===== src/rtl/adc_seq_pkg.sv =====
package adc_seq_pkg;
  localparam int CMD_W  = 16;
  localparam int CODE_W = 4;
  localparam int CH_W   = 3;
  localparam int CFG_W  = CH_W + 5;
  localparam int RES_W  = 12;
  localparam logic [CODE_W-1:0] CODE_ADC_WR = 4'h4;
  localparam logic [CODE_W-1:0] CODE_ADC_RD = 4'hB;
endpackage


===== src/rtl/adc_cmd_decode.sv =====
module adc_cmd_decode
  import adc_seq_pkg::*;
#(
  parameter int CW = CMD_W,
  parameter int KW = CODE_W,
  parameter int FW = CFG_W
) (
  input  logic          cmd_valid,
  input  logic [CW-1:0] cmd_word,
  output logic          wr_req,
  output logic          rd_req,
  output logic          powered,
  output logic [FW-1:0] cfg_word
);
  logic [KW-1:0] code;
  assign code     = cmd_word[CW-1 -: KW];
  assign wr_req   = cmd_valid && (code == CODE_ADC_WR);
  assign rd_req   = cmd_valid && (code == CODE_ADC_RD);
  assign cfg_word = cmd_word[FW-1:0];
  // top bit of the power-mode field marks the two powered modes
  assign powered  = cmd_word[FW-1];
endmodule


===== src/rtl/adc_conv_ctrl.sv =====
module adc_conv_ctrl #(
  parameter int FW = 8
) (
  input  logic          clk,
  input  logic          rst,
  input  logic          wr_req,
  input  logic          powered,
  input  logic [FW-1:0] cfg_word,
  input  logic          adc_done,
  output logic          busy,
  output logic          adc_start,
  output logic [FW-1:0] adc_cfg,
  output logic          cmd_err,
  output logic          capture
);
  assign capture = busy && adc_done;

  always_ff @(posedge clk) begin
    if (rst) begin
      busy      <= 1'b0;
      adc_start <= 1'b0;
      adc_cfg   <= '0;
      cmd_err   <= 1'b0;
    end else begin
      adc_start <= 1'b0;
      if (wr_req) begin
        if (busy) begin
          cmd_err <= 1'b1;
        end else begin
          adc_cfg <= cfg_word;
          if (powered) begin
            busy      <= 1'b1;
            adc_start <= 1'b1;
          end
        end
      end
      if (capture) busy <= 1'b0;
    end
  end


  start_pulse_chk: assert property (@(posedge clk) disable iff (rst)
    adc_start |=> !adc_start);

  start_busy_chk: assert property (@(posedge clk) disable iff (rst)
    adc_start |-> busy);

  busy_hold_chk: assert property (@(posedge clk) disable iff (rst)
    (busy && !adc_done) |=> busy);

  err_sticky_chk: assert property (@(posedge clk) disable iff (rst)
    cmd_err |=> cmd_err);

  cfg_frozen_chk: assert property (@(posedge clk) disable iff (rst)
    busy |=> $stable(adc_cfg));
endmodule


===== src/rtl/adc_result_hold.sv =====
module adc_result_hold #(
  parameter int RW = 12,
  parameter int CW = 16
) (
  input  logic          clk,
  input  logic          rst,
  input  logic          capture,
  input  logic [RW-1:0] adc_data,
  input  logic          rd_req,
  output logic          rsp_valid,
  output logic [CW-1:0] rsp_data
);
  localparam int PAD_W = CW - RW;
  logic [RW-1:0] result_q;

  always_ff @(posedge clk) begin
    if (rst) begin
      result_q  <= '0;
      rsp_valid <= 1'b0;
      rsp_data  <= '0;
    end else begin
      rsp_valid <= rd_req;
      if (rd_req) rsp_data <= {{PAD_W{1'b0}}, result_q};
      if (capture) result_q <= adc_data;
    end
  end


  rsp_pad_chk: assert property (@(posedge clk) disable iff (rst)
    rsp_valid |-> (rsp_data[CW-1:RW] == '0));

  result_hold_chk: assert property (@(posedge clk) disable iff (rst)
    !capture |=> $stable(result_q));
endmodule


===== src/rtl/adc_cmd_sequencer.sv =====
module adc_cmd_sequencer
  import adc_seq_pkg::*;
(
  input  logic             clk,
  input  logic             rst,
  input  logic             cmd_valid,
  input  logic [CMD_W-1:0] cmd_word,
  output logic             busy,
  output logic             cmd_err,
  output logic             adc_start,
  output logic [CFG_W-1:0] adc_cfg,
  input  logic             adc_done,
  input  logic [RES_W-1:0] adc_data,
  output logic             rsp_valid,
  output logic [CMD_W-1:0] rsp_data
);
  logic             wr_req, rd_req, powered, capture;
  logic [CFG_W-1:0] cfg_word;

  adc_cmd_decode #(.CW(CMD_W), .KW(CODE_W), .FW(CFG_W)) u_dec (
    .cmd_valid(cmd_valid), .cmd_word(cmd_word), .wr_req(wr_req),
    .rd_req(rd_req), .powered(powered), .cfg_word(cfg_word)
  );

  adc_conv_ctrl #(.FW(CFG_W)) u_ctrl (
    .clk(clk), .rst(rst), .wr_req(wr_req), .powered(powered),
    .cfg_word(cfg_word), .adc_done(adc_done), .busy(busy),
    .adc_start(adc_start), .adc_cfg(adc_cfg), .cmd_err(cmd_err),
    .capture(capture)
  );

  adc_result_hold #(.RW(RES_W), .CW(CMD_W)) u_res (
    .clk(clk), .rst(rst), .capture(capture), .adc_data(adc_data),
    .rd_req(rd_req), .rsp_valid(rsp_valid), .rsp_data(rsp_data)
  );
endmodule


===== config.mk =====
export PLATFORM = sky130hd
export DESIGN_NAME = adc_cmd_sequencer
export DESIGN_NICKNAME = d
export VERILOG_FILES = /design/src/rtl/adc_seq_pkg.sv /design/src/rtl/adc_cmd_decode.sv /design/src/rtl/adc_conv_ctrl.sv /design/src/rtl/adc_result_hold.sv /design/src/rtl/adc_cmd_sequencer.sv
export SDC_FILE = /design/constraint.sdc
export NUM_CORES = 1
export LEC_CHECK = 0
export BUFFER_PORTS_ARGS = -buffer_cell sky130_fd_sc_hd__clkbuf_2
export CORE_ASPECT_RATIO = 1.25
export CORE_MARGIN = 3
export CORE_UTILIZATION = 46
export DETAILED_ROUTE_END_ITERATION = 12
export GPL_ROUTABILITY_DRIVEN = 0
export PLACE_DENSITY = 0.77
export SYNTH_ARGS = -nofsm -noshare
export SYNTH_HDL_FRONTEND = slang
export SYNTH_SLANG_ARGS = --single-unit

===== constraint.sdc =====
create_clock -name clk -period 1.6 [get_ports clk]
set_clock_uncertainty 0.15 [all_clocks]
set_input_delay 0.08 -clock clk [delete_from_list [all_inputs] [get_ports clk]]
set_output_delay 0.08 -clock clk [all_outputs]
set_load 0.05 [all_outputs]

Yosys cells after proc, flatten, opt, wreduce, memory -nomap -nowiden:

Index checks and enable logic that the tools add are counted.

* output and inout port bits: 28
* register bits: 36
* logic and storage cells: 20
* input bits: 32

* bitwise logic cells: 2
* multiplexer cells: 2
* reductions and logical operators: 7
* eq/ne operators: 2

Operator list (number)
* 4-bit by 3-bit equality test with 1-bit output, second input constant: 1
* 4-bit equality test, second input constant: 1
* 2-bit AND reduction: 2
* 1-bit logical AND: 3
* 3-bit OR reduction: 1
* 1-bit two-way mux: 2
* 1-bit inverter: 2
* 2-bit OR reduction: 1

Longest topological paths before layout:

Gate-level depths: netlist of run 1.

* depth after elaboration: 4
* mapped depth: 4
* gate-level depth less buffers: 3

Modules after synthesis:

A second synthesis of run 1 with hierarchy kept.

* cells, all modules: 144
* area total of the unflattened synthesis: 1486.4 sq um

Modules (own cells, without submodules)
* adc_result_hold: cells an instance 85, area an instance 919.6 sq um, instances 1
* adc_conv_ctrl: cells an instance 46, area an instance 471.7 sq um, instances 1
* adc_cmd_decode: cells an instance 13, area an instance 95.1 sq um, instances 1

Least setup slack after synthesis of run 1:

No wires, ideal clock.

* path kind: reg-to-reg
* start point: reg u_ctrl.busy
* end point: reg u_ctrl.busy
* required time: 1385 ps
* stages on the path, launching flop included: 5
* arrival: 1398 ps
* setup slack: -13 ps
* cells stage by stage: dfxtp_1 > clkbuf_1 > inv_1 > o32a_2 > nor2_1

* word-level cells in the longest chain between the ends: 2
* elaborated cells between the ends (all ways): 3
* those cells by class: mux (1); reduce/logical (2)

RTL lines
* start: declaration: line adc_conv_ctrl.sv:10 `output logic busy,`
* start signal: assignment: line adc_conv_ctrl.sv:20 `busy <= 1'b0;`
* start signal: assignment: line adc_conv_ctrl.sv:32 `busy <= 1'b1;`
* start signal: assignment: line adc_conv_ctrl.sv:37 `if (capture) busy <= 1'b0;`
* 1-bit logical AND: line adc_conv_ctrl.sv:16 `assign capture = busy && adc_done;`
* 2-bit OR reduction (no line)

Several ways; a longest one is shown, not always the timed one.
A chain may end at the register's enable or synchronous reset.

Final worst setup path of run 1:

* start point: in cmd_word[13]
* end point: reg u_ctrl.adc_cfg[4]

* word-level cells in the longest chain between the ends: 3

RTL lines
* start: declaration: line adc_cmd_sequencer.sv:7 `input logic [CMD_W-1:0] cmd_word,`
* 4-bit by 3-bit equality test with 1-bit output: line adc_cmd_decode.sv:17 `assign wr_req = cmd_valid && (code == CODE_ADC_WR);`
* 1-bit logical AND: line adc_cmd_decode.sv:17
* 2-bit AND reduction (no line)
* end signal: assignment: line adc_conv_ctrl.sv:30 `adc_cfg <= cfg_word;`
* end: declaration: line adc_conv_ctrl.sv:12 `output logic [FW-1:0] adc_cfg,`

No other way between the ends.

==> results of run 1 <==
## cells in the final DEF, fill, tap and decap left out
cell type / count
a21oi_1: 19
a31o_1: 1
a31oi_1: 1
and2_1: 2
and3_1: 1
buf_4: 6
clkbuf_2: 51
clkbuf_4: 5
clkbuf_8: 1
clkinv_1: 1
clkinv_2: 2
conb_1: 4
dfxtp_1: 35
dfxtp_2: 1
dlygate4sd3_1: 23
inv_1: 1
mux2i_1: 12
nand2_1: 49
nand2b_1: 2
nand3_1: 1
nand4_1: 7
nor2_1: 2
nor2b_1: 1
nor3_1: 1
nor3b_2: 2
o311a_1: 1
o31ai_1: 7
o32a_2: 1
or3b_1: 1
## routing by layer
layer / routed length [microns] / GRT usage (%) / vias to the layer above
met5: 0 / 0 / -
li1: - / - / 701
met4: 113 / 11.9 / 0
met3: 222 / 6.79 / 13
met1: 1370 / 19.1 / 629
met2: 1810 / 37.0 / 48
## through the flow
step	instance area [sq um]	hold slack, ns
floorplan	1450	-0.000934
global route	2000	0.0365
finish	2000	0.0226
CTS	2000	0.00412
global placement	1710	0.156
detailed placement	1710	0.160
## critical path: cells and delay by family
| family | cells | cell delay [ns] |
|---|---|---|
| compound gates | 1 | 0.16 |
| buf+inv | 2 | 0.65 |
| simple gates | 2 | 0.65 |
## report_power, final
part	total [uW]	switching [uW]	internal [uW]
Clock	506	297	209
Sequential	902	2.69	900
Combinational	175	95.8	79.3
Total	1580	396	1190
## kinds of logic after synthesis
logic type	synth area share, %
compound gates	12.8
other cells	0.261
mux	8.36
flops	50.2
buf+inv	6.36
simple gates	22.0
## state kept, by name, summed over array words and instances, names as in the netlist
signal and flops:
u_ctrl.adc_cfg 8, u_ctrl.adc_start 1, u_ctrl.busy 1, u_ctrl.cmd_err 1
u_res.result_q 12, u_res.rsp_data 12, u_res.rsp_valid 1
## timing repair
action,4_1_cts,5_1_grt
setup buffers,0,0
hold buffers,23,0
endpoints found under the hold margin,22,0
## path summary, 6_finish.rpt
check / to / from / slack (ns)
worst max-delay path: u_ctrl.adc_cfg[4] / cmd_word[13] / 0.18
worst min-delay path: u_ctrl.adc_cfg[3] / cmd_word[15] / 0.02
worst max register to register: u_res.result_q[7] / u_ctrl.busy / 0.29
worst min register to register: u_res.result_q[5] / u_res.result_q[5] / 0.31
## area by class of cell
class                   count  area share [%]
multi-input cells         115            31.8
inverters                   2           0.375
clock buffers               6            2.56
flip-flops and latches     36            36.1
repair buffers             80            26.5
clock inverters             2           0.500
well taps                  36            2.25
==> results.py, run 1 <==
metrics = {
    "sta": {
        "rsz0062_at_grt": "false",
        "finalMaxSlewViolations": 0,
        "period_minus_slack_ns": 1.42,
        "fin_ws_ns": 0.176,
        "finalCritPeriodShare_pct": 89.0,
        "setup_viol": 0,
        "hold_violations": 0,
        "finalSetupTns_ns": 0,
        "worst_slew_pin_slew_ns": 0.566,
        "relSlewSlack_pct": 62.2,
        "fmax_mhz": 702,
    },
    "synth": {
        "ys_seq_elements": 36,
        "synth.most_common_cell": "nand2_1",
        "synth_commonest_cells": "49 x nand2_1, 36 x dfxtp_1, 19 x a21oi_1, 12 x mux2i_1",
        "netlist_area_sq_um": 1440,
        "synthTopCellsByArea": "dfxtp_1 50%, nand2_1 13%, mux2i_1 8.4%",
        "yosysTopAreaCell": "dfxtp_1",
        "ys.flop_type": "dfxtp_1",
        "yosysTopAreaCellShare_pct": 50.2,
        "synth-warning-count": 0,
        "syn_inst": 165,
        "avgSynthCellArea_sq_um": 8.71,
        "synth_edf_count": 0,
        "ys_types": 27,
        "seq_area_frac_synth_pct": 50.2,
        "synthArstFlopShare_pct": 0,
    },
    "worst_setup_path": {
        "cp-end-kind": "flop",
        "crit_chain": "clkbuf_2, dlygate4sd3_1, nor3b_2, nand4_1, a21oi_1",
        "max_stage_delay_ns": 0.56,
        "start_kind": "input pin",
        "critical_path_required_ns": 1.73,
        "crit_type": "in -> reg",
        "cpMaxStageDelayCell": "dlygate4sd3_1",
        "ff2ff_path_depth": 3,
        "worstPathArrival_ns": 1.55,
        "cp_max_fo": 8,
    },
    "placed_design": {
        "dp_cells": 246,
        "post-place-ws_ns": 0.140,
        "portBuffers": 51,
        "dp_hpwl_mm": 2.25,
    },
    "finish": {
        "fillerInstances": 245,
        "syn2layout_area_growth_pct": 39.4,
        "drive_gt1_share_pct": 28.6,
        "ff_latch_area_sq_um": 722,
        "multi_input_area_sq_um": 636,
        "nets": 272,
        "antenna_cells": 0,
        "final_cells": 277,
        "utilization_pct": 67.3,
    },
    "clock_network": {
        "cts_tree": "yes",
        "cts-root-buf": "clkbuf_4",
        "clk_latency_ns": 0.34,
        "cts_max_level": 2,
        "clock-sinks": 36,
        "cts_resized": 0,
        "cts.path.max_buffers": 2,
        "cts.clk_slew.worst_paths_ns": 0.11,
        "numCtsBuffers": 5,
    },
    "floorplanning": {
        "dieArea_sq_um": 3830,
        "io_pins": 60,
        "start_util_pct": 48.3,
        "fp.dieW_microns": 56.0,
        "fp.dieH_microns": 68.5,
        "fp-row-count": 22,
        "core_area_sq_um": 2970,
    },
    "power": {
        "finalPower_uw": 1580,
        "p_per_area_nw_per_um2": 791,
        "leakagePower_uw": 0.000809,
        "ir_worst_vdd_mv": 0.665,
    },
    "outcome": {
        "status": "completed",
    },
    "route": {
        "drtIter0Drc": 25,
        "avgRoutedWirePerCell_microns": 12.7,
        "vias_per_cell": 5.02,
        "finalWirelength_mm": 3.52,
        "drtAntennaViolNets": 0,
        "route.vias.total": 1391,
        "drc": 0,
        "dr.pass1.iters": 4,
    },
    "grt": {
        "antenna_found_initial": 0,
        "grt_util_all_layers_pct": 19.9,
        "grt_pass1_vias": 1329,
        "grt_pass1_wl_mm": 5.75,
        "grt_max_degree": 22,
        "grt_overflow_total": 0,
    },
    "worst_hold_path": {
        "min_path_type": "in -> reg",
        "min_path_cells": 4,
    },
    "job": {
        "cap_viol_max_count": 0,
    },
}
Power figures use the tool's default switching activity.
==> run 2: changes to the inputs <==
- CORE_UTILIZATION: 46 -> 42
- PLACE_DENSITY: 0.77 -> 0.74
- clock period: 1.6 -> 1.3 ns (I/O delays scaled with it)
==> run 2 against run 1 <==
Compared with the run above:
- clock-buffer cell count shrank 1
- largest cell class unchanged
- register-to-register slack lost 0.15 ns
- largest power group unchanged
- via count grew 2.3%
==> results.py, run 2 (synthesis results as in run 1) <==
metrics = {
    "outcome": {
        "status": "completed",
    },
    "route": {
        "dr.pass1.iters": 4,
        "drtAntennaViolNets": 0,
        "drtIter0Drc": 72,
        "finalWirelength_mm": 3.63,
        "vias_per_cell": 5.01,
        "route.vias.total": 1423,
        "avgRoutedWirePerCell_microns": 12.8,
        "drc": 0,
    },
    "clock_network": {
        "cts.clk_slew.worst_paths_ns": 0.08,
        "cts_max_level": 2,
        "clock-sinks": 36,
        "clk_latency_ns": 0.28,
        "post-cts-setup-buffer-count": 0,
        "numCtsBuffers": 5,
        "cts.path.max_buffers": 2,
        "cts-root-buf": "clkbuf_8",
        "cts_tree": "yes",
    },
    "placed_design": {
        "portBuffers": 51,
        "placed_area_sq_um": 1800,
        "dp_hpwl_mm": 2.30,
    },
    "finish": {
        "reg_top3": "u_res.result_q (12), u_res.rsp_data (12), u_ctrl.adc_cfg (8)",
        "syn2layout_area_growth_pct": 48.7,
        "antenna_cells": 0,
        "final_common_cell": "clkbuf_2",
        "drive_gt1_share_pct": 31.2,
        "nets": 278,
        "final_cell_mix": "51 x clkbuf_2, 48 x nand2_1, 35 x dfxtp_1, 22 x dlygate4sd3_1, 19 x a21oi_1",
        "fillerInstances": 273,
        "final_cell_area_sq_um": 2140,
        "ff_latch_area_sq_um": 722,
        "multi_input_area_sq_um": 638,
        "utilization_pct": 65.7,
    },
    "worst_setup_path": {
        "cp-end-kind": "primary output",
        "critical_path_required_ns": 1.09,
        "reg2reg_slack_ns": 0.14,
        "crit_chain": "clkbuf_2",
        "critPathTopFamily": "flip-flops",
        "max_stage_delay_ns": 0.43,
        "r2r-start": "u_ctrl.busy",
        "worst-path-buf-inv": 1,
        "cpMaxStageDelayCell": "dfxtp_2",
        "cp_max_fo": 10,
        "start_kind": "flop",
        "r2r-end": "u_ctrl.adc_cfg[7]",
        "ff2ff_path_depth": 2,
        "worstPathArrival_ns": 1.02,
        "crit_type": "reg -> out",
    },
    "sta": {
        "fmax_mhz": 807,
        "finalCritPeriodShare_pct": 95.3,
        "period_minus_slack_ns": 1.24,
        "rsz0062_at_grt": "false",
        "setup_viol": 0,
        "finalMaxSlewViolations": 0,
        "hold_violations": 0,
    },
    "grt": {
        "grt_overflow_total": 0,
        "grt_pass1_wl_mm": 6.17,
        "grt_util_all_layers_pct": 19.4,
        "antenna_found_initial": 0,
        "grt_pass1_vias": 1417,
        "grt_max_degree": 26,
    },
    "power": {
        "finalPower_uw": 2320,
        "ir_worst_vdd_mv": 1.22,
        "p_per_area_nw_per_um2": 1090,
        "leakagePower_uw": 0.000866,
    },
    "worst_hold_path": {
        "holdPathEnd": "u_res.rsp_data[7]",
        "min_path_type": "in -> reg",
        "min_path_cells": 4,
        "holdCritStartpoint": "cmd_word[14]",
    },
    "job": {
        "cap_viol_max_count": 0,
    },
    "floorplanning": {
        "io_pins": 60,
        "fp-row-count": 23,
        "fp.dieW_microns": 58.3,
        "start_util_pct": 44.2,
        "dieArea_sq_um": 4160,
        "fp.dieH_microns": 71.4,
        "core_area_sq_um": 3250,
    },
}
==> run 2: area by class of cell <==
type / instances / share of cell area (%)
multi-input combinational: 115 / 29.9
tap: 37 / 2.17
clock buffer: 5 / 3.22
sequential: 36 / 33.8
inverter: 2 / 0.351
clock inverter: 3 / 1.99
timing repair buffer: 86 / 28.6
==> run 2: worst max path at each step <==
stage	from	to	slack, ns	cells past startpoint
after floorplan	u_ctrl.busy	u_ctrl.busy	-0.03	4
after global placement	cmd_word[13]	u_ctrl.adc_cfg[7]	-0.08	4
after detailed placement	cmd_word[13]	u_ctrl.adc_cfg[7]	-0.09	4
after CTS	adc_done	u_res.result_q[9]	0.05	5
after global routing	u_ctrl.busy	busy	0.009	1
final	u_ctrl.busy	busy	0.06	1
==> run 2: power by group <==
part           switching [uW]  internal [uW]  total (uW)
clock                     409            567         976
combinational             121            112         233
sequential               3.32           1110        1110
total                     534           1790        2320
==> run 2: timing repair <==
action | 4_1_cts | 5_1_grt
hold endpoints to repair | 22 | 0
gates resized for setup | 0 | 1
hold buffers | 22 | 0
endpoints found under the setup margin | 0 | 5
==> run 2: metal layers <==
layer	track usage, %	part of all wire [%]	vias to the layer above
met5	0	0	-
met4	9.28	3.0	0
met3	5.41	6.6	12
met2	34.2	50	57
met1	20.7	40	638
li1	-	-	716
==> run 2: through the flow <==
step	cells	hold slack (ns)	TNS [ns]	worst slack [ns]
floorplan	168	-0.0159	-0.0298	-0.0298
global placement	254	0.146	-0.440	-0.0807
detailed placement	254	0.150	-0.571	-0.0950
CTS	284	0.0921	0	0.0549
global route	284	0.117	0	0.00877
finish	284	0.103	0	0.0606
==> run 3: changes to the inputs <==
- CORE_UTILIZATION: 42 -> 46
- PLACE_DENSITY: 0.74 -> 0.77
- clock period: 1.3 -> 1.31 ns (I/O delays scaled with it)
==> run 3 against run 2 <==
Compared with the run above:
- final cell count grew 1.1%
- sequential cell count is the same
- register-to-register slack worse by 0.08 ns
- non-clock buffer count is 4 higher
- setup slack lost 0.0056 ns
- sequential power hardly changed
- hold slack worse by 0.083 ns
- first-iteration DRC count decreased by 43%
- critical path depth rose by 2
- design area fell by 0.76%
- largest cell class unchanged
==> results.py, run 3 (synthesis results as in run 1) <==
metrics = {
    "worst_setup_path": {
        "max_stage_delay_ns": 0.37,
        "cpMaxStageDelayCell": "dfxtp_4",
        "cp.depth": 3,
        "cp-endpoint": "u_ctrl.adc_cfg[7]",
        "worstPathArrival_ns": 1.36,
        "reg2reg_slack_ns": 0.06,
        "crit_start": "u_ctrl.busy",
        "cp_max_fo": 4,
        "worst-path-buf-inv": 1,
        "critical_path_required_ns": 1.41,
        "cp-end-kind": "flop",
        "crit_chain": "buf_4, o311a_1, a31o_1",
        "ff2ff_path_depth": 3,
        "r2r-start": "u_ctrl.busy",
        "critPathTopFamily": "compound AO/OA/AOI/OAI gates",
        "start_kind": "flop",
        "r2r-end": "u_ctrl.adc_cfg[7]",
        "crit_type": "reg -> reg",
    },
    "grt": {
        "grt_max_degree": 22,
        "grt_use_met3_pct": 6.98,
        "grt.met1_usage_pct": 21.9,
        "grt_pass1_wl_mm": 5.90,
        "grt_pass1_vias": 1317,
        "antenna_found_initial": 0,
        "use_met2_pct": 36.3,
        "grt_overflow_total": 0,
        "busiest_layer": "met2",
        "grt_util_all_layers_pct": 20.5,
    },
    "floorplanning": {
        "fp.dieW_microns": 56.0,
        "dieArea_sq_um": 3830,
        "start_util_pct": 48.3,
        "core_area_sq_um": 2970,
        "io_pins": 60,
        "fp-row-count": 22,
        "fp.dieH_microns": 68.5,
    },
    "clock_network": {
        "cts_max_level": 2,
        "clock-sinks": 36,
        "cts.clk_slew.worst_paths_ns": 0.11,
        "cts_tree": "yes",
        "cts-root-buf": "clkbuf_4",
        "cts.path.max_buffers": 2,
        "clk_latency_ns": 0.35,
        "numCtsBuffers": 5,
    },
    "sta": {
        "finalSetupTns_ns": 0,
        "rsz0062_at_grt": "false",
        "fmax_mhz": 797,
        "finalMaxSlewViolations": 0,
        "setup_viol": 0,
        "finalCritPeriodShare_pct": 95.8,
        "fin_ws_ns": 0.0550,
        "hold_violations": 0,
        "period_minus_slack_ns": 1.25,
    },
    "placed_design": {
        "portBuffers": 51,
        "dp_hpwl_mm": 2.40,
        "post-place-ws_ns": -0.122,
        "dp_cells": 255,
    },
    "power": {
        "p_per_area_nw_per_um2": 994,
        "leakagePower_uw": 0.000868,
        "ir_worst_vdd_mv": 0.891,
    },
    "finish": {
        "antenna_cells": 0,
        "nets": 282,
        "reg_top3": "u_res.result_q (12), u_res.rsp_data (12), u_ctrl.adc_cfg (8)",
        "syn2layout_area_growth_pct": 47.6,
        "final_cell_mix": "50 x clkbuf_2, 49 x nand2_1, 35 x dfxtp_1, 22 x dlygate4sd3_1, 19 x a21oi_1",
        "drive_gt1_share_pct": 32.3,
        "utilization_pct": 71.3,
        "final_cells": 287,
        "final_common_cell": "clkbuf_2",
    },
    "route": {
        "avgRoutedWirePerCell_microns": 12.8,
        "dr.pass1.iters": 4,
        "route.vias.total": 1439,
        "drtAntennaViolNets": 0,
        "vias_per_cell": 5.01,
        "finalWirelength_mm": 3.67,
        "drtIter0Drc": 41,
        "drc": 0,
    },
    "worst_hold_path": {
        "min_path_cells": 4,
        "min_path_type": "in -> reg",
    },
    "job": {
        "cap_viol_max_count": 0,
    },
    "outcome": {
        "status": "completed",
    },
}
run 3: changes by cell type in the layout (fill, tap and decap cells not counted), moves of 2 or more:
| cell | delta |
|---|---|
| clkbuf_8 | -4 |
| clkbuf_4 | +5 |
| buf_4 | +6 |
| buf_12 | -2 |
run 3: per-stage QoR:
| stage | area, sq um | power, uW | hold slack (ns) |
|---|---|---|---|
| after detailed placement | 1790 | 1300 | 0.151 |
| final | 2120 | 2110 | 0.0199 |
| after global placement | 1790 | 1300 | 0.148 |
| after CTS | 2120 | 2120 | 0.0107 |
| after global routing | 2120 | 2210 | 0.00498 |
| after floorplan | 1450 | 1230 | -0.0154 |
run 3: area by class of cell:
cell class | instances | area (sq um)
inverter | 2 | 7.51
fill | 239 | 853
clock buffer | 5 | 37.5
timing repair buffer | 90 | 624
sequential | 36 | 724
clock inverter | 3 | 42.5
multi-input combinational | 115 | 638
tap | 36 | 45.0
run 3: how the worst min path moves through the flow:
stage | start | end | slack (ns)
CTS | cmd_word[14] | u_res.rsp_data[4] | 0.01
detailed placement | adc_data[8] | u_res.result_q[8] | 0.15
floorplan | rst | u_ctrl.adc_cfg[5] | -0.02
finish | cmd_word[14] | u_res.rsp_data[4] | 0.02
global placement | adc_data[8] | u_res.result_q[8] | 0.15
global route | cmd_word[14] | u_res.rsp_data[4] | 0.005
run 3: repair_timing:
item | in CTS | in global routing
setup buffers | 2 | 0
pin swaps | 0 | 0
gates resized for setup | 3 | 1
endpoints found under the setup margin | 1 | 1
hold endpoints to repair | 23 | 0
hold buffers | 22 | 0
run 3: worst register-to-register path: stages (launching register included):
cell	delay (ns)
dfxtp_4	0.37
buf_4	0.13
o311a_1	0.33
a31o_1	0.18
run 3: metal layers:
| metal | part of all wire (%) | vias up |
|---|---|---|
| li1 | - | 726 |
| met3 | 5.9 | 9 |
| met4 | 2.5 | 0 |
| met2 | 50 | 46 |
| met1 | 41 | 658 |
| met5 | 0 | - |
run 3: power by group:
group | leakage (uW) | internal (uW) | switching (uW)
Combinational | 0.000536 | 110 | 123
Clock | 0.0000412 | 398 | 377
Sequential | 0.000291 | 1100 | 2.79
